## src/rtl/desc_walker.sv

```systemverilog
module desc_walker #(
  parameter int AW = 16
) (
  input  logic          clk,
  input  logic          rst_n,
  input  logic          start,
  output logic          busy,
  output logic          done,
  output logic          rd_req,
  output logic [AW-1:0] rd_addr,
  input  logic          rd_valid,
  input  logic [15:0]   rd_data,
  output logic [15:0]   di_chans,
  output logic [15:0]   do_chans,
  output logic [31:0]   do_mask,
  output logic [9:0]    ai_chans,
  output logic [15:0]   ai_mask,
  output logic [31:0]   ai_acq_ns,
  output logic [31:0]   ai_dly_ns,
  output logic [9:0]    ao_chans,
  output logic [15:0]   ao_mask,
  output logic          has_timer
);
  typedef enum logic [1:0] {S_IDLE, S_REQ, S_WAIT} st_t;
  typedef enum logic [3:0] {
    OP_CNT, OP_TYPE, OP_SEC, OP_DI_N, OP_DO_N, OP_AO_N, OP_AO_R,
    OP_AI_N, OP_AI_ACQ, OP_AI_DLY, OP_AI_G, OP_AI_R
  } op_t;

  st_t          st;
  op_t          op;
  logic [7:0]   cnt, idx;
  logic [5:0]   ftype;
  logic [AW-1:0] sec, hoff;

  assign busy   = (st != S_IDLE);
  assign rd_req = (st == S_REQ);

  always_comb begin
    case (op)
      OP_CNT:    rd_addr = AW'(10);
      OP_TYPE:   rd_addr = AW'(12 + 4 * int'(idx));
      OP_SEC:    rd_addr = AW'(14 + 4 * int'(idx));
      OP_DI_N,
      OP_DO_N:   rd_addr = sec + AW'(6);
      OP_AO_N,
      OP_AI_N:   rd_addr = sec + AW'(10);
      OP_AO_R,
      OP_AI_ACQ: rd_addr = sec + AW'(16);
      OP_AI_DLY: rd_addr = sec + AW'(30);
      OP_AI_G:   rd_addr = sec + AW'(72);
      OP_AI_R:   rd_addr = sec + hoff + AW'(2);
      default:   rd_addr = '0;
    endcase
  end

  logic       got;
  logic       known;
  logic       entry_end;
  logic       last;
  logic [7:0] ao_r;
  logic [4:0] ai_r;
  logic [7:0] gn;

  assign got       = (st == S_WAIT) && rd_valid;
  assign known     = (ftype <= 6'd3);
  assign entry_end = got && ((op == OP_SEC && !known) || op == OP_DI_N ||
                             op == OP_DO_N || op == OP_AO_R || op == OP_AI_R);
  assign last      = ({1'b0, idx} + 9'd1) >= {1'b0, cnt};
  assign ao_r      = rd_data[15:8];
  assign ai_r      = rd_data[4:0];
  assign gn        = rd_data[7:0];

  always_ff @(posedge clk or negedge rst_n) begin
    if (!rst_n) begin
      st <= S_IDLE; op <= OP_CNT; cnt <= '0; idx <= '0; ftype <= '0;
      sec <= '0; hoff <= '0; done <= 1'b0; has_timer <= 1'b0;
      di_chans <= '0; do_chans <= '0; do_mask <= '0; ai_chans <= '0;
      ai_mask <= '0; ai_acq_ns <= '0; ai_dly_ns <= '0; ao_chans <= '0;
      ao_mask <= '0;
    end else begin
      case (st)
        S_IDLE: if (start) begin
          st <= S_REQ; op <= OP_CNT; done <= 1'b0; has_timer <= 1'b0;
          di_chans <= '0; do_chans <= '0; do_mask <= '0; ai_chans <= '0;
          ai_mask <= '0; ai_acq_ns <= '0; ai_dly_ns <= '0; ao_chans <= '0;
          ao_mask <= '0;
        end
        S_REQ: st <= S_WAIT;
        default: if (rd_valid) begin
          st <= S_REQ;
          case (op)
            OP_CNT: begin
              cnt <= rd_data[7:0]; idx <= '0; op <= OP_TYPE;
              if (rd_data[7:0] == 8'd0) begin st <= S_IDLE; done <= 1'b1; end
            end
            OP_TYPE: begin ftype <= rd_data[5:0]; op <= OP_SEC; end
            OP_SEC: begin
              sec <= AW'(rd_data);
              case (ftype)
                6'd0: op <= OP_DI_N;
                6'd1: op <= OP_DO_N;
                6'd2: op <= OP_AI_N;
                6'd3: op <= OP_AO_N;
                6'd4, 6'd5, 6'd10: has_timer <= 1'b1;
                default: ;
              endcase
            end
            OP_DI_N: di_chans <= rd_data;
            OP_DO_N: begin
              do_chans <= rd_data;
              do_mask  <= (rd_data >= 16'd32) ? '1 : ~(32'hFFFF_FFFF << rd_data[4:0]);
            end
            OP_AO_N: begin ao_chans <= rd_data[13:4]; op <= OP_AO_R; end
            OP_AO_R: ao_mask <= (ao_r > 8'd16) ? 16'hFFFF
                                 : (16'h0FFF >> (5'd16 - ao_r[4:0]));
            OP_AI_N: begin ai_chans <= rd_data[9+4:4]; op <= OP_AI_ACQ; end
            OP_AI_ACQ: begin ai_acq_ns <= 32'(rd_data) * 32'd1000; op <= OP_AI_DLY; end
            OP_AI_DLY: begin ai_dly_ns <= 32'(rd_data) * 32'd1000; op <= OP_AI_G; end
            OP_AI_G: begin
              hoff <= (gn == 8'd0) ? AW'(74)
                      : AW'(74 + 2 * int'(gn) + 10 * (1 + int'(gn >> 4)));
              op <= OP_AI_R;
            end
            OP_AI_R: ai_mask <= (ai_r > 5'd16) ? 16'hFFFF
                                 : (16'hFFFF >> (5'd16 - ai_r));
            default: ;
          endcase
          if (entry_end) begin
            if (last) begin st <= S_IDLE; done <= 1'b1; end
            else begin idx <= idx + 8'd1; op <= OP_TYPE; end
          end
        end
      endcase
    end
  end

  p_start_r1: assert property (@(posedge clk) disable iff (!rst_n)
    (!busy && start) |=> (busy && !done && rd_req && rd_addr == AW'(10)));
  p_single_req_r9: assert property (@(posedge clk) disable iff (!rst_n)
    rd_req |=> !rd_req);
  p_done_idle_r9: assert property (@(posedge clk) disable iff (!rst_n)
    done |-> !busy);
  p_do_mask_shape_r4: assert property (@(posedge clk) disable iff (!rst_n)
    ((do_mask & (do_mask + 32'd1)) == 32'd0));
  p_a_mask_shape_r5: assert property (@(posedge clk) disable iff (!rst_n)
    (((ao_mask & (ao_mask + 16'd1)) == 16'd0) && ((ai_mask & (ai_mask + 16'd1)) == 16'd0)));
  p_hold_r10: assert property (@(posedge clk) disable iff (!rst_n)
    (!busy && !start) |=> $stable({do_mask, ao_mask, ai_mask, di_chans, has_timer, done}));
endmodule

```

## config.mk

```make
export PLATFORM = sky130hd
export DESIGN_NAME = desc_walker
export DESIGN_NICKNAME = d
export VERILOG_FILES = /design/src/rtl/desc_walker.sv
export SDC_FILE = /design/constraint.sdc
export NUM_CORES = 1
export LEC_CHECK = 0
export ABC_AREA = 1
export BUFFER_PORTS_ARGS = -buffer_cell sky130_fd_sc_hd__buf_2
export CAP_MARGIN = 20
export CORE_ASPECT_RATIO = 1.4
export CORE_UTILIZATION = 45
export DETAILED_ROUTE_END_ITERATION = 16
export PLACE_DENSITY_LB_ADDON = 0.15
export SYNTH_ARGS = -nofsm -noshare
export SYNTH_HDL_FRONTEND = slang
export SYNTH_SLANG_ARGS = --single-unit
```

## constraint.sdc

```tcl
create_clock -name clk -period 2.65 [get_ports clk]
set_input_delay 0.53 -clock clk [delete_from_list [all_inputs] [get_ports clk]]
set_output_delay 0.53 -clock clk [all_outputs]
set_load 0.01 [all_outputs]
```

=== Word level (Yosys, flattened, before mapping) ===
Index checks and enable logic that the tools add are counted.

* Flip-flop bits (word level): 242
* Output and inout port bits: 200
* Bits of input ports: 20
* Logic and storage cells: 176

* Reductions and logical operators: 46
* $add $sub $neg: 16
* $mul: 2
* Eq/ne operators: 20
* Shifts and indexed selects: 3
* Bitwise logic cells: 3
* Muxes and demuxes: 63
* Order comparisons: 5

{| class="wikitable"
|+ Operator list
! operator !! number
|-
| 32-bit two-way mux || 8
|-
| 32-bit one-hot mux with 2 select lines || 3
|-
| 16-bit two-way mux || 11
|-
| 16-bit one-hot mux with 9 select lines || 1
|-
| 16-bit one-hot mux with 2 select lines || 4
|-
| 10-bit two-way mux || 5
|-
| 10-bit one-hot mux with 2 select lines || 2
|-
| 16-bit by 5-bit adder with 16-bit output (second input constant) || 2
|-
| 32-bit NOT || 1
|-
| 4-bit one-hot mux with 8 select lines || 1
|-
| 4-bit AND reduction || 8
|-
| 32-bit by 5-bit << shifter with 32-bit output (first input constant) || 1
|-
| 8-bit two-way mux || 3
|-
| 2-bit nonzero test || 12
|-
| 16-bit by 7-bit multiplier with 23-bit output (second input constant) || 1
|-
| 4-bit by 10-bit adder with 11-bit output (first input constant) || 2
|-
| 16-bit adder || 1
|-
| 16-bit by 2-bit adder with 16-bit output (second input constant) || 1
|-
| 16-bit by 3-bit adder with 16-bit output (second input constant) || 1
|-
| 16-bit by 4-bit adder with 16-bit output (second input constant) || 1
|-
| 16-bit by 7-bit adder with 16-bit output (second input constant) || 1
|-
| 4-bit by 3-bit == test with 1-bit output (second input constant) || 4
|-
| 4-bit == test (second input constant) || 4
|-
| 16-bit by 6-bit >= comparator with 1-bit output (second input constant) || 1
|-
| 44 further kinds || 79
|}

=== Logic depth before layout (Yosys ltp) ===
Gate-level depths: netlist of run 1.

* Word-level depth: 11
* Gate-level depth with buffers: 21

=== Least setup slack after synthesis of run 1 ===
Ideal clock, no wire load.

* Path kind: input to register
* Start point: input port rd_data[3]
* End point: register ai_acq_ns[19]
* Arrival time: 4380 ps
* Buffers on the path: 2
* Stages on the path: 16
* Data required time: 2567 ps
* Slack: -1813 ps
* Cell sequence: buf_2 inv_1 clkbuf_1 fa_1 fa_1 fa_1 fa_1 inv_1 ha_1 nand2_1 or2_2 nand3_1 nand3_1 nand3b_1 nand3_1 o21ai_0

* Word-level cells in the longest chain between the ends: 4

{| class="wikitable"
|+ Ends and longest elaborated chain
! item !! RTL line !! text
|-
| start, declared || 12 || <nowiki>input logic [15:0] rd_data,</nowiki>
|-
| 16-bit by 7-bit multiplier with 23-bit output || 118 || <nowiki>OP_AI_ACQ: begin ai_acq_ns <= 32'(rd_data) * 32'd1000; op <= OP_AI_DLY; end</nowiki>
|-
| 32-bit two-way mux || 92 || <nowiki>case (op)</nowiki>
|-
| 32-bit two-way mux || 90 || <nowiki>default: if (rd_valid) begin</nowiki>
|-
| 32-bit one-hot mux with 2 select lines || 82 || <nowiki>case (st)</nowiki>
|-
| end signal, assigned || 79 || <nowiki>ai_mask <= '0; ai_acq_ns <= '0; ai_dly_ns <= '0; ao_chans <= '0;</nowiki>
|-
| end signal, assigned || 86 || <nowiki>ai_mask <= '0; ai_acq_ns <= '0; ai_dly_ns <= '0; ao_chans <= '0;</nowiki>
|-
| end signal, assigned || 118 ||
|-
| end, declared || 18 || <nowiki>output logic [31:0] ai_acq_ns,</nowiki>
|}

No other way between the ends. The select of a mux whose other input is x is not followed.
A chain may end at the register's enable or synchronous reset.

=== Worst setup path after layout of run 1 ===
* Start point: input port rd_data[8]
* End point: register ai_acq_ns[23]

The elaborated chain is that of the path after synthesis.

==> flow_results.org, run 1 <==
** Timing
- At the pin with the least slew margin, the transition time is 0.915 ns.
- Number of hold violations in the final report :: 0
- Final hold slack :: 0.273 ns
- In the post-route analysis, the smallest setup slack over all paths is -0.946 ns.
- Slew Limit Fails :: 0
- Final critical-path required period :: 3.60 ns
- Final number of setup-violating endpoints :: 54
- Highest attainable clock frequency :: 278 MHz
- Relative max-transition margin :: 0.389
- On the final layout, the worst clock skew is 0.0167 ns.
- Final critical-path share of the clock period :: 1.36
- Setup repair after global routing could not meet its margin everywhere.

** Finish
- Compared with the post-synthesis result, the final layout area differs by 39.4%.
- Most frequent cells in the layout :: 467 x sky130_fd_sc_hd__nand2_1, 211 x sky130_fd_sc_hd__dfrtp_1, 204 x sky130_fd_sc_hd__inv_1
- The library cell used most frequently in the layout, excluding fill and tap cells, is sky130_fd_sc_hd__nand2_1.
- The finished cells cover 21,000 um2.
- Ratio of cells with drive above 1 in the final layout :: 0.350
- Antenna diode count :: 0
- Final net count :: 2,556

** Synth
- Simple-gate portion of the synthesized area :: 0.231
- Post-synthesis mux area share :: 0
- The fraction of the mapped netlist area in compound gates came to 0.123.
- Post-synthesis xor/xnor area fraction :: 0.00813
- Distinct cell type count of the synthesized netlist :: 53
- Each instance of the synthesized netlist takes up on average 7.85 um2.
- Of all flip-flops after synthesis, the portion carrying an async set or reset was 1.00.
- For this run, the register share of the synthesized area comes to 0.357.
- After synthesis, the largest family of logic cells by area is simple AND/OR/NAND/NOR gates.
- In the synthesized netlist, the number of instances is 1,922.
- Adder-cell area share of the yosys netlist :: 0.188
- Mapped Area :: 15,100 um2
- Of the post-synthesis cell area, the dominant cell type holds 0.357.
- sky130_fd_sc_hd__dfrtp_1 takes more of the synthesized area than any other cell.
- For this run, the number of Yosys warnings is 0.
- Dominant cells by area after synthesis :: sky130_fd_sc_hd__dfrtp_1 36%, sky130_fd_sc_hd__nand2_1 13%, sky130_fd_sc_hd__ha_1 11%
- Number of synthesized flops with an enable pin :: 0
- Number of synthesized register bits :: 215
- Among all flip-flop cells after synthesis, the most frequent one is sky130_fd_sc_hd__dfrtp_1.

** Global route
- Global routing finished with a remaining overflow of 0.
- The initial antenna violation count came to 0.
- Maximum number of pins on one net before global-route repair :: 64
- The number of global-route vias before repair was 14,300.
- First-pass GRT wire length :: 75.7 mm
- Overall fraction of global-route tracks in use :: 0.285

** Status
- Violations in the final reports :: setup timing
- Outcome :: finished, violations left

** Floorplan
- The die covers 34,300 um2.
- Initial standard-cell utilization of the core :: 0.456
- Width of the die :: 157 um
- For this design the top-level I/O count stands at 220.
- Measured along the y axis, the die boundary spans 219 um.
- The region available for standard cell placement spans 33,100 um2.
- # rows :: 79

** Job
- Maxcap violations :: 0

** Pwr
- The worst-case IR drop observed on VDD is 0.759 mV.
- Total chip power :: 24.8 mW
- Power per unit of standard cell area :: 1180 nW/um2
- In this run the static leakage power is 10.8 nW.

** Critical path
- Critical path class :: primary input to flop
- Data required, critical path :: 3.13 ns
- R2R Path Start :: idx[0]
- CP startpoint :: rd_data[8]
- Data arrival time at the worst-slack endpoint :: 4.07 ns
- STA classifies the critical path endpoint as a flop.
- Worst Reg-to-Reg Cells :: 16
- Critical Path Source Type :: primary input
- Of all nets on the critical path, the largest fanout is 4.

** Drt
- DRC Markers :: 0
- Total number of vias :: 14,400
- Number of nets still failing antenna checks after routing :: 0
- Vias per std cell :: 5.12
- The detailed router finished its first iteration with 727 violations.
- Initial DRT Pass Iterations :: 5
- Routed wire length :: 48.3 mm
- Avg WL per Cell :: 17.2 um

** Hold path
- The worst hold path was traced through 4 stages.
- The startpoint identified for the worst hold timing path is rd_valid.
- In this run the worst hold path is classified as primary input to flop.

** Clock tree
- TritonCTS built the clock tree.
- Maximum buffer depth of the clock tree :: 3
- Number of buffers created by CTS :: 23
- Clock-pin slew was measured on the worst setup and hold paths at 0.06 ns.
- Clock net sink count :: 215
- Number of H-tree levels :: 1
- The later pin in the worst-skew pair is clocked with a latency of 0.56 ns.
- Clock Tree Root :: sky130_fd_sc_hd__clkbuf_16

** Placement
- During placement, the flow inserted port buffers numbering 201.
- Routability-driven placement finished with a final weighted congestion of 0.940.
- HPWL after detailed placement :: 36.6 mm
- Once placement finished, the instance area stood at 18,100 um2.
## critical path, stage by stage
cell and delay, ns:
sky130_fd_sc_hd__buf_8 0.08, sky130_fd_sc_hd__clkinvlp_4 0.14, sky130_fd_sc_hd__buf_6 0.16, sky130_fd_sc_hd__fa_2 0.56, sky130_fd_sc_hd__fa_1 0.42, sky130_fd_sc_hd__fa_1 0.47, sky130_fd_sc_hd__fa_1 0.52, sky130_fd_sc_hd__inv_1 0.06
sky130_fd_sc_hd__ha_4 0.27, sky130_fd_sc_hd__nand2_4 0.11, sky130_fd_sc_hd__inv_1 0.04, sky130_fd_sc_hd__nand2_1 0.07, sky130_fd_sc_hd__nand2_2 0.07, sky130_fd_sc_hd__a21oi_2 0.19, sky130_fd_sc_hd__nand3_2 0.10, sky130_fd_sc_hd__nand2_2 0.06
sky130_fd_sc_hd__nand3_2 0.08, sky130_fd_sc_hd__o21ai_1 0.13
## final timing paths
kind | end | slack [ns]
min | st[0] | 0.27
max reg2reg | idx[1] | 0.20
min reg2reg | do_chans[3] | 0.47
min in group asynchronous | sec[13] | 0.53
max | ai_acq_ns[23] | -0.95
max in group asynchronous | sec[1] | 1.40
## synth_stat cells (3+ instances only)
library cell and instances:
sky130_fd_sc_hd__a21oi_1 77, sky130_fd_sc_hd__o221ai_1 3, sky130_fd_sc_hd__o2111ai_1 4, sky130_fd_sc_hd__a21oi_2 4, sky130_fd_sc_hd__o21bai_1 3, sky130_fd_sc_hd__nand2_1 535
sky130_fd_sc_hd__nand4_1 19, sky130_fd_sc_hd__nor2_2 6, sky130_fd_sc_hd__or2_2 4, sky130_fd_sc_hd__inv_1 249, sky130_fd_sc_hd__a22o_1 6, sky130_fd_sc_hd__o21ai_1 5
sky130_fd_sc_hd__xnor2_1 3, sky130_fd_sc_hd__ha_1 134, sky130_fd_sc_hd__clkbuf_1 15, sky130_fd_sc_hd__nand2_2 6, sky130_fd_sc_hd__xor2_1 11, sky130_fd_sc_hd__o21ai_0 174
sky130_fd_sc_hd__nor2_4 3, sky130_fd_sc_hd__a31oi_1 5, sky130_fd_sc_hd__buf_2 27, sky130_fd_sc_hd__nand3_1 105, sky130_fd_sc_hd__buf_4 23, sky130_fd_sc_hd__o211ai_1 9
sky130_fd_sc_hd__nor3_1 15, sky130_fd_sc_hd__inv_2 18, sky130_fd_sc_hd__o31ai_1 9, sky130_fd_sc_hd__nor2_1 120, sky130_fd_sc_hd__fa_1 58, sky130_fd_sc_hd__o311ai_0 3
sky130_fd_sc_hd__nand3b_1 14, sky130_fd_sc_hd__clkinv_1 3, sky130_fd_sc_hd__dfrtp_1 215, sky130_fd_sc_hd__o22ai_1 10
## per-layer routing
layer	global-route usage	part of all wire
met1	0.339	0.39
met2	0.515	0.52
met3	0.0297	0.039
met4	0.126	0.047
met5	0	0
## cell families after synthesis
kind of cell               Yosys count
AOI/OAI and AO/OA                  328
buffers and inverters              339
DFF                                215
xor gates and xnor gates            14
and+or+nand+nor                    833
other                                1
adders and majority gates          192
## through the flow
step	worst slack (ns)	setup TNS [ns]	std cells	util
after floorplan	-1.20	-40.98	1939	-
after global routing	-1.09	-41.58	2804	0.635
after global placement	-1.74	-61.03	2699	0.545
after CTS	-0.996	-35.38	2783	0.610
after detailed placement	-1.75	-61.65	2699	0.545
final	-0.946	-35.31	2804	0.635
## flip-flops by register name (all words and copies together), names as in the netlist
| name | flops |
|---|---|
| ao_chans | 10 |
| do_mask | 32 |
| ai_mask | 16 |
| op | 4 |
| ai_dly_ns | 23 |
| done | 1 |
| has_timer | 1 |
| ftype | 6 |
| di_chans | 16 |
| st | 2 |
| ai_acq_ns | 23 |
| cnt | 8 |
| do_chans | 16 |
| ao_mask | 13 |
| hoff | 10 |
| ai_chans | 10 |
| idx | 8 |
| sec | 16 |
## where the power goes
| group | internal (mW) | switching (mW) |
|---|---|---|
| sequential | 4.66 | 0.974 |
| clock | 1.84 | 1.43 |
| combinational | 6.67 | 9.26 |
| total | 13.2 | 11.7 |
## what timing repair did
item | CTS | global route
hold endpoints to repair | 59 | 0
gates cloned | 0 | 0
buffers inserted | 46 | 30
hold buffers | 1 | 0
resized for setup | 280 | 174
pin swaps | 104 | 116
setup endpoints to repair | 57 | 58
## layout make-up
cell class	count	area, um2
fill	2862	12100
inverter	270	1070
multi-input combinational	1385	10000
timing repair buffer	449	3290
clock buffer	30	612
sequential	215	5390
clock inverter	10	124
tap	445	557
Note: power is estimated with default switching activity, not from simulation.
==> inputs of run 2 (changes only) <==
- CORE_ASPECT_RATIO: 1.4 -> unset
- CORE_UTILIZATION: 45 -> 59
- CTS_BUF_LIST: unset -> sky130_fd_sc_hd__clkbuf_4
==> flow_results.org, run 2 (synthesized netlist as in run 1, its figures left out) <==
** Status
- Outcome :: finished, violations left
- Violations in the final reports :: setup timing

** Global route
- Initial antenna violation count :: 2
- The first global-routing pass estimated 81.2 mm of wire.
- After global routing the overflow that remains totals 0.
- Maximum number of pins on one net before global-route repair :: 78
- Overall fraction of global-route tracks in use :: 0.394
- The number of global-route vias before repair is 15,900.

** Floorplan
- Measured along the x axis, the die boundary spans 162 um.
- Num ports :: 220
- Vertical extent of the die :: 162 um
- The floorplan step defined a core boundary enclosing 25,100 um2.
- Area of the die :: 26,200 um2
- Initial standard-cell utilization of the core :: 0.601
- # rows :: 58

** Drt
- Initial drt markers :: 1,735
- Initial DRT Pass Iterations :: 6
- Avg WL per Cell :: 19.9 um
- Number of nets still failing antenna checks after routing :: 0
- In the routed layout, each cell is associated on average with a via count of 5.83.
- Routed wire length :: 54.6 mm
- Total number of vias :: 16,000
- DRC Markers :: 0

** Timing
- For this run, the top clock speed supported by timing is 278 MHz.
- Final setup TNS :: -35.72 ns
- Number of hold violations in the final report :: 0
- Setup violations remaining at the end of the flow were counted as 53.
- Relative max-transition margin :: 0.464
- For the finished layout, the period the worst path requires is 3.60 ns.
- Worst-case setup margin in the final layout :: -0.953 ns
- Transition at the pin with the smallest max-transition slack :: 0.803 ns
- Slew Limit Fails :: 0
- Unrepaired setup endpoints after global routing :: yes
- Dividing the final minimum period by the clock period gives 1.36.
- The clock arrives with 0.0450 ns of skew.

** Placement
- Placed Area :: 17,900 um2
- Buffers placed on the I/O ports in this run total 201.
- At the end of routability-driven placement, the weighted congestion stood at 0.931.
- HPWL after detailed placement :: 35.2 mm

** Finish
- After routing the design area is 21,100 um2.
- Max reg flops :: 32
- In the final layout, the multi-input gates occupy 10,200 um2.
- Relative to the synthesized area, the layout overhead comes to 39.6%.
- Of the cells placed in the final design, the portion with a size suffix greater than 1 is 0.371.
- Counting the fill cells in the layout gives 1,441.
- Counting flops per register, the top entry is do_mask.
- The net count of the finished layout is 2,591.
- Most common cell after layout, fill and taps aside :: sky130_fd_sc_hd__nand2_1
- Regs by FF count :: do_mask: 32 flops, ai_acq_ns: 23 flops, ai_dly_ns: 23 flops
- Most frequent cells in the layout :: 467 x sky130_fd_sc_hd__nand2_1, 210 x sky130_fd_sc_hd__dfrtp_1, 202 x sky130_fd_sc_hd__inv_1
- Registers take 5390 um2.

** Clock tree
- For this design, the sink count on the clock tree is 215.
- Maximum buffer depth of the clock tree :: 3
- Number of H-tree levels :: 2
- Clock latency on the worst-skew pair, taken at its later pin, is 0.73 ns.
- CTS tree :: built
- Counting the buffers created by CTS gives 59.
- Clock Tree Root :: sky130_fd_sc_hd__clkbuf_4
- Clock-pin slew was measured on the worst setup and hold paths at 0.07 ns.

** Critical path
- Critical path class :: primary input to flop
- Data on the critical path arrives at its endpoint at 4.25 ns.
- R2R Path Start :: idx[0]
- The critical path starts at rd_data[8].
- Max FO, Critical Path :: 4
- STA puts the critical path data required time at 3.29 ns.
- The worst setup path is captured at a flop.
- STA classifies the critical path startpoint as a primary input.

** Pwr
- Power per unit of standard cell area :: 1230 nW/um2
- Cell internal power was estimated by the tool at 13.4 mW.
- Combinational power share :: 0.666
- Switching power of the nets :: 12.6 mW
- The share of total power dissipated in sequential elements is 0.217.
- Static Leakage :: 10.8 nW
- Of the total power, the share spent switching nets is 0.484.
- Clock network power share :: 0.117
- Worst vdd rail ir drop :: 0.810 mV

** Hold path
- The path class of the tightest hold or removal check is primary input to flop.
- The startpoint identified for the worst hold timing path is rd_valid.

** Job
- Maxcap violations :: 0
[run 2: metrics by stage]
| stage | worst slack, ns | hold WS, ns | utilization | total power [mW] | std cells |
|---|---|---|---|---|---|
| 2_1_floorplan | -1.20 | 0.234 | - | 13.3 | 1939 |
| 3_3_place_gp | -1.55 | 0.452 | 0.715 | 18.0 | 2590 |
| 3_5_place_dp | -1.63 | 0.455 | 0.715 | 18.3 | 2590 |
| 5_1_grt | -1.10 | 0.0870 | 0.839 | 27.5 | 2745 |
| 6_report | -0.953 | 0.0463 | 0.839 | 25.9 | 2745 |
| 4_1_cts | -0.765 | 0.0343 | 0.808 | 23.7 | 2725 |
[run 2: power by group through the flow]
| stage | Clock, mW | Sequential [mW] | Combinational, mW |
|---|---|---|---|
| floorplan | 0 | 5.93 | 7.33 |
| global placement | 0 | 5.50 | 12.5 |
| detailed placement | 0 | 5.52 | 12.8 |
| CTS | 3.02 | 5.53 | 15.2 |
| global route | 3.21 | 5.75 | 18.5 |
| finish | 3.03 | 5.63 | 17.3 |
[run 2: timing repair]
action                                  4_1_cts  5_1_grt
hold buffers                                  1        0
endpoints found under the setup margin       57       66
gates resized for setup                     342      140
buffers inserted                             45       27
pin swaps                                   132      133
hold endpoints to repair                     42        0
[run 2: layout make-up]
type | instances | area share
multi-input cells | 1385 | 0.485
flip-flops and latches | 215 | 0.256
repair buffers | 448 | 0.154
inverters | 270 | 0.0511
clock buffers | 78 | 0.0278
well taps | 330 | 0.0196
clock inverters | 17 | 0.00606
diodes | 2 | 0.000238
[run 2: worst paths after layout]
kind	to	slack (ns)	cells past startpoint
max	ai_dly_ns[24]	-0.95	17
min	st[0]	0.05	4
max reg2reg	idx[6]	0.16	16
min reg2reg	ao_mask[10]	0.47	2
max in group asynchronous	do_chans[5]	1.48	3
min in group asynchronous	idx[3]	0.33	2
[run 2: routing by layer]
layer,wire [um],vias to the layer above,track usage
li1,-,7112,-
met1,20100,7643,0.474
met2,26400,964,0.660
met3,4620,279,0.0779
met4,3590,0,0.223
met5,0,-,0
[run 2: worst max-delay path, stage by stage]
cell                         delay, ns
sky130_fd_sc_hd__buf_8            0.08
sky130_fd_sc_hd__clkinvlp_4       0.12
sky130_fd_sc_hd__buf_6            0.15
sky130_fd_sc_hd__fa_1             0.48
sky130_fd_sc_hd__fa_1             0.55
sky130_fd_sc_hd__fa_1             0.45
sky130_fd_sc_hd__fa_1             0.58
sky130_fd_sc_hd__inv_2            0.07
sky130_fd_sc_hd__ha_4             0.27
sky130_fd_sc_hd__a21oi_4          0.16
sky130_fd_sc_hd__nand2_2          0.08
sky130_fd_sc_hd__nand3b_1         0.24
sky130_fd_sc_hd__nand2_1          0.14
sky130_fd_sc_hd__nand2_1          0.08
sky130_fd_sc_hd__nand2_2          0.08
sky130_fd_sc_hd__nand4_1          0.08
sky130_fd_sc_hd__nand2_1          0.10
==> inputs of run 3 (changes only) <==
- CELL_PAD_IN_SITES_DETAIL_PLACEMENT: unset -> 0
- CELL_PAD_IN_SITES_GLOBAL_PLACEMENT: unset -> 1
- CORE_UTILIZATION: 59 -> 44
- GPL_TIMING_DRIVEN: unset -> 1
==> flow_results.org, run 3 (synthesized netlist as in run 1, its figures left out) <==
** Status
- Outcome :: finished, violations left
- The final reports fail on setup timing.

** Pwr
- Static Leakage :: 10.6 nW
- Switching power of the nets :: 11.5 mW
- Across the VDD grid, the largest voltage drop is 0.704 mV.
- Proportion of total power due to net switching :: 0.475
- The internal power of the cells totals 12.7 mW.
- Of the total power, combinational logic draws 0.650.
- Share of power burned in registers :: 0.231
- Clock network power share :: 0.120
- In this run the power density over the cells is 1170 nW/um2.

** Critical path
- Critical Path Source Type :: primary input
- Max FO, Critical Path :: 5
- Data required, critical path :: 3.25 ns
- The worst setup path is of the primary input to flop kind.
- Data on the critical path arrives at its endpoint at 4.06 ns.
- CP Capture Type :: flop

** Finish
- Most frequent cells in the layout :: 467 x sky130_fd_sc_hd__nand2_1, 210 x sky130_fd_sc_hd__dfrtp_1, 205 x sky130_fd_sc_hd__inv_1
- Register bank with the most flops :: do_mask
- Once layout is done, the placed cells without fillers occupy 20,700 um2.
- The filler cells instantiated in the layout total 3,120.
- The largest registers in the layout are do_mask: 32 flops, ai_acq_ns: 23 flops, ai_dly_ns: 23 flops.
- Most common cell after layout, fill and taps aside :: sky130_fd_sc_hd__nand2_1
- Ratio of cells with drive above 1 in the final layout :: 0.363
- In the final design database the tool counted 2,576 nets.
- From synthesis to final layout, the design area changed by 37.4%.
- The register with the most flip-flops in the layout has 32 of them.

** Clock tree
- Counting the buffers created by CTS gives 58.
- Clock Tree Root :: sky130_fd_sc_hd__clkbuf_4
- Clock latency on the worst-skew pair :: 0.74 ns
- Maximum buffer depth of the clock tree :: 3
- CTS saw 215 sinks.
- CTS clock-pin slew for the worst setup and hold paths :: 0.07 ns
- In this run the number of H-tree levels came out at 2.
- CTS tree :: built

** Placement
- HPWL after detailed placement :: 35.9 mm
- Placed Area :: 18,000 um2
- Buffers added on ports :: 201
- Routability-driven placement congestion ratio :: 0.876

** Timing
- Adding up every negative setup slack in the final design gives -33.70 ns.
- The number of pins with negative max-slew slack in the final report is 0.
- Number of hold violations in the final report :: 0
- At the pin with the least slew margin, the transition time is 0.936 ns.
- Final number of setup-violating endpoints :: 55
- Relative max-transition margin :: 0.375
- Final critical-path share of the clock period :: 1.31
- Setup repair after global routing could not meet its margin everywhere.
- The clock arrives with 0.0424 ns of skew.
- After layout, the minimum clock period comes to 3.46 ns.
- Derived from the worst setup path, the maximum achievable clock frequency is 289 MHz.
- Once routing completed, OpenROAD measured the worst setup slack at -0.814 ns.

** Global route
- Maximum number of pins on one net before global-route repair :: 64
- Global routing finished with a remaining overflow of 0.
- Initial antenna violation count :: 1
- First-pass GRT wire length :: 77.5 mm
- The number of global-route vias before repair came to 14,600.
- Overall fraction of global-route tracks in use :: 0.278

** Drt
- DRC Markers :: 0
- Avg WL per Cell :: 17.1 um
- The detailed router finished its first iteration with 862 violations.
- Summed over all nets, wire length on met3 after detailed routing comes to 2.31 mm.
- Summed over all nets, wire length on met2 after detailed routing comes to 24.0 mm.
- The routed layout has 14,600 vias.
- Signal routing reaches up to met4.
- Initial DRT Pass Iterations :: 5
- The final layout contains routed wiring with a total length of 48.8 mm.
- Once detail routing completed, the nets flagged for antenna violations numbered 0.
- The detailed router put a total of 20.9 mm of wire on met1.
- Vias per std cell :: 5.11

** Floorplan
- Vertical extent of the die :: 187 um
- The die covers 35,000 um2.
- For this design the top-level I/O count stands at 220.
- After floorplanning, the core was divided into 67 placement rows.
- Initial standard-cell utilization of the core :: 0.449
- The floorplan step defined a core boundary enclosing 33,600 um2.
- From left edge to right edge, the die measures 187 um.

** Hold path
- The min-delay analysis places its worst path in the category primary input to flop.

** Job
- Maxcap violations :: 0
-- run 3: cell count changes in the layout (fill, tap and decap cells not counted), sizes merged --
cell and delta:
dlygate4sd3 +1, nand3 +1, diode -1, buf -14, clkinvlp +1, clkinv -4, inv +1, bufinv -2
clkbuf +5
-- run 3: worst max-delay path: stages --
cell and delay, ns:
sky130_fd_sc_hd__buf_8 0.08, sky130_fd_sc_hd__clkinvlp_4 0.11, sky130_fd_sc_hd__buf_12 0.16, sky130_fd_sc_hd__fa_1 0.50
sky130_fd_sc_hd__fa_1 0.53, sky130_fd_sc_hd__fa_1 0.43, sky130_fd_sc_hd__fa_1 0.51, sky130_fd_sc_hd__inv_2 0.05
sky130_fd_sc_hd__ha_4 0.32, sky130_fd_sc_hd__nand2_4 0.07, sky130_fd_sc_hd__inv_2 0.07, sky130_fd_sc_hd__nand2_1 0.05
sky130_fd_sc_hd__nand2_1 0.05, sky130_fd_sc_hd__nand2_1 0.05, sky130_fd_sc_hd__nand3b_1 0.17, sky130_fd_sc_hd__nand2_2 0.10
sky130_fd_sc_hd__nand2_2 0.07, sky130_fd_sc_hd__nand2_2 0.05, sky130_fd_sc_hd__nand4_1 0.07, sky130_fd_sc_hd__nand2_1 0.05
-- run 3: per-layer routing --
layer / global-route usage / vias up
li1: - / 7098
met2: 0.474 / 359
met3: 0.0454 / 99
met4: 0.102 / 0
met1: 0.355 / 7005
met5: 0 / -
-- run 3: timing repair --
item / in CTS / in global routing
endpoints found under the setup margin: 57 / 71
pin swaps: 113 / 151
endpoints found under the hold margin: 52 / 0
setup buffers: 44 / 27
hold buffers: 2 / 0
resized for setup: 251 / 167
cloned: 0 / 1
-- run 3: stage by stage --
step / total power [mW] / instances / hold WS [ns] / util / worst slack, ns
floorplan: 13.3 / 1939 / 0.234 / - / -1.20
global placement: 17.9 / 2693 / 0.455 / 0.534 / -1.79
detailed placement: 18.0 / 2693 / 0.460 / 0.534 / -1.83
CTS: 23.0 / 2831 / 0.223 / 0.594 / -0.815
global route: 26.2 / 2851 / 0.286 / 0.617 / -0.949
finish: 24.2 / 2851 / 0.284 / 0.617 / -0.814
-- run 3: area by class of cell --
cell class | count | area (um2) | share of cell area
Clock buffer | 85 | 638 | 0.0308
Clock inverter | 13 | 60.1 | 0.00290
Tap cell | 448 | 561 | 0.0270
Antenna cell | 1 | 2.50 | 0.000121
Inverter | 270 | 1060 | 0.0512
Sequential cell | 215 | 5390 | 0.260
Multi-Input combinational cell | 1386 | 9950 | 0.480
Timing Repair Buffer | 433 | 3070 | 0.148
-- run 3: path summary, 6_finish.rpt --
check	endpoint	slack, ns	cells after the start	from
min in group asynchronous	sec[13]	0.31	2	rst_n
min	done	0.28	4	start
max	ai_acq_ns[24]	-0.81	20	rd_data[4]
min reg2reg	di_chans[0]	0.47	2	di_chans[0]
max reg2reg	op[3]	0.24	14	idx[0]
max in group asynchronous	ai_acq_ns[9]	1.58	3	rst_n
-- run 3: power by group through the flow --
stage	registers [mW]	logic (mW)	clock network, mW
6_report	5.58	15.7	2.90
3_5_place_dp	5.54	12.5	0
2_1_floorplan	5.93	7.33	0
4_1_cts	5.56	14.4	2.99
3_3_place_gp	5.54	12.4	0
5_1_grt	5.75	17.3	3.15
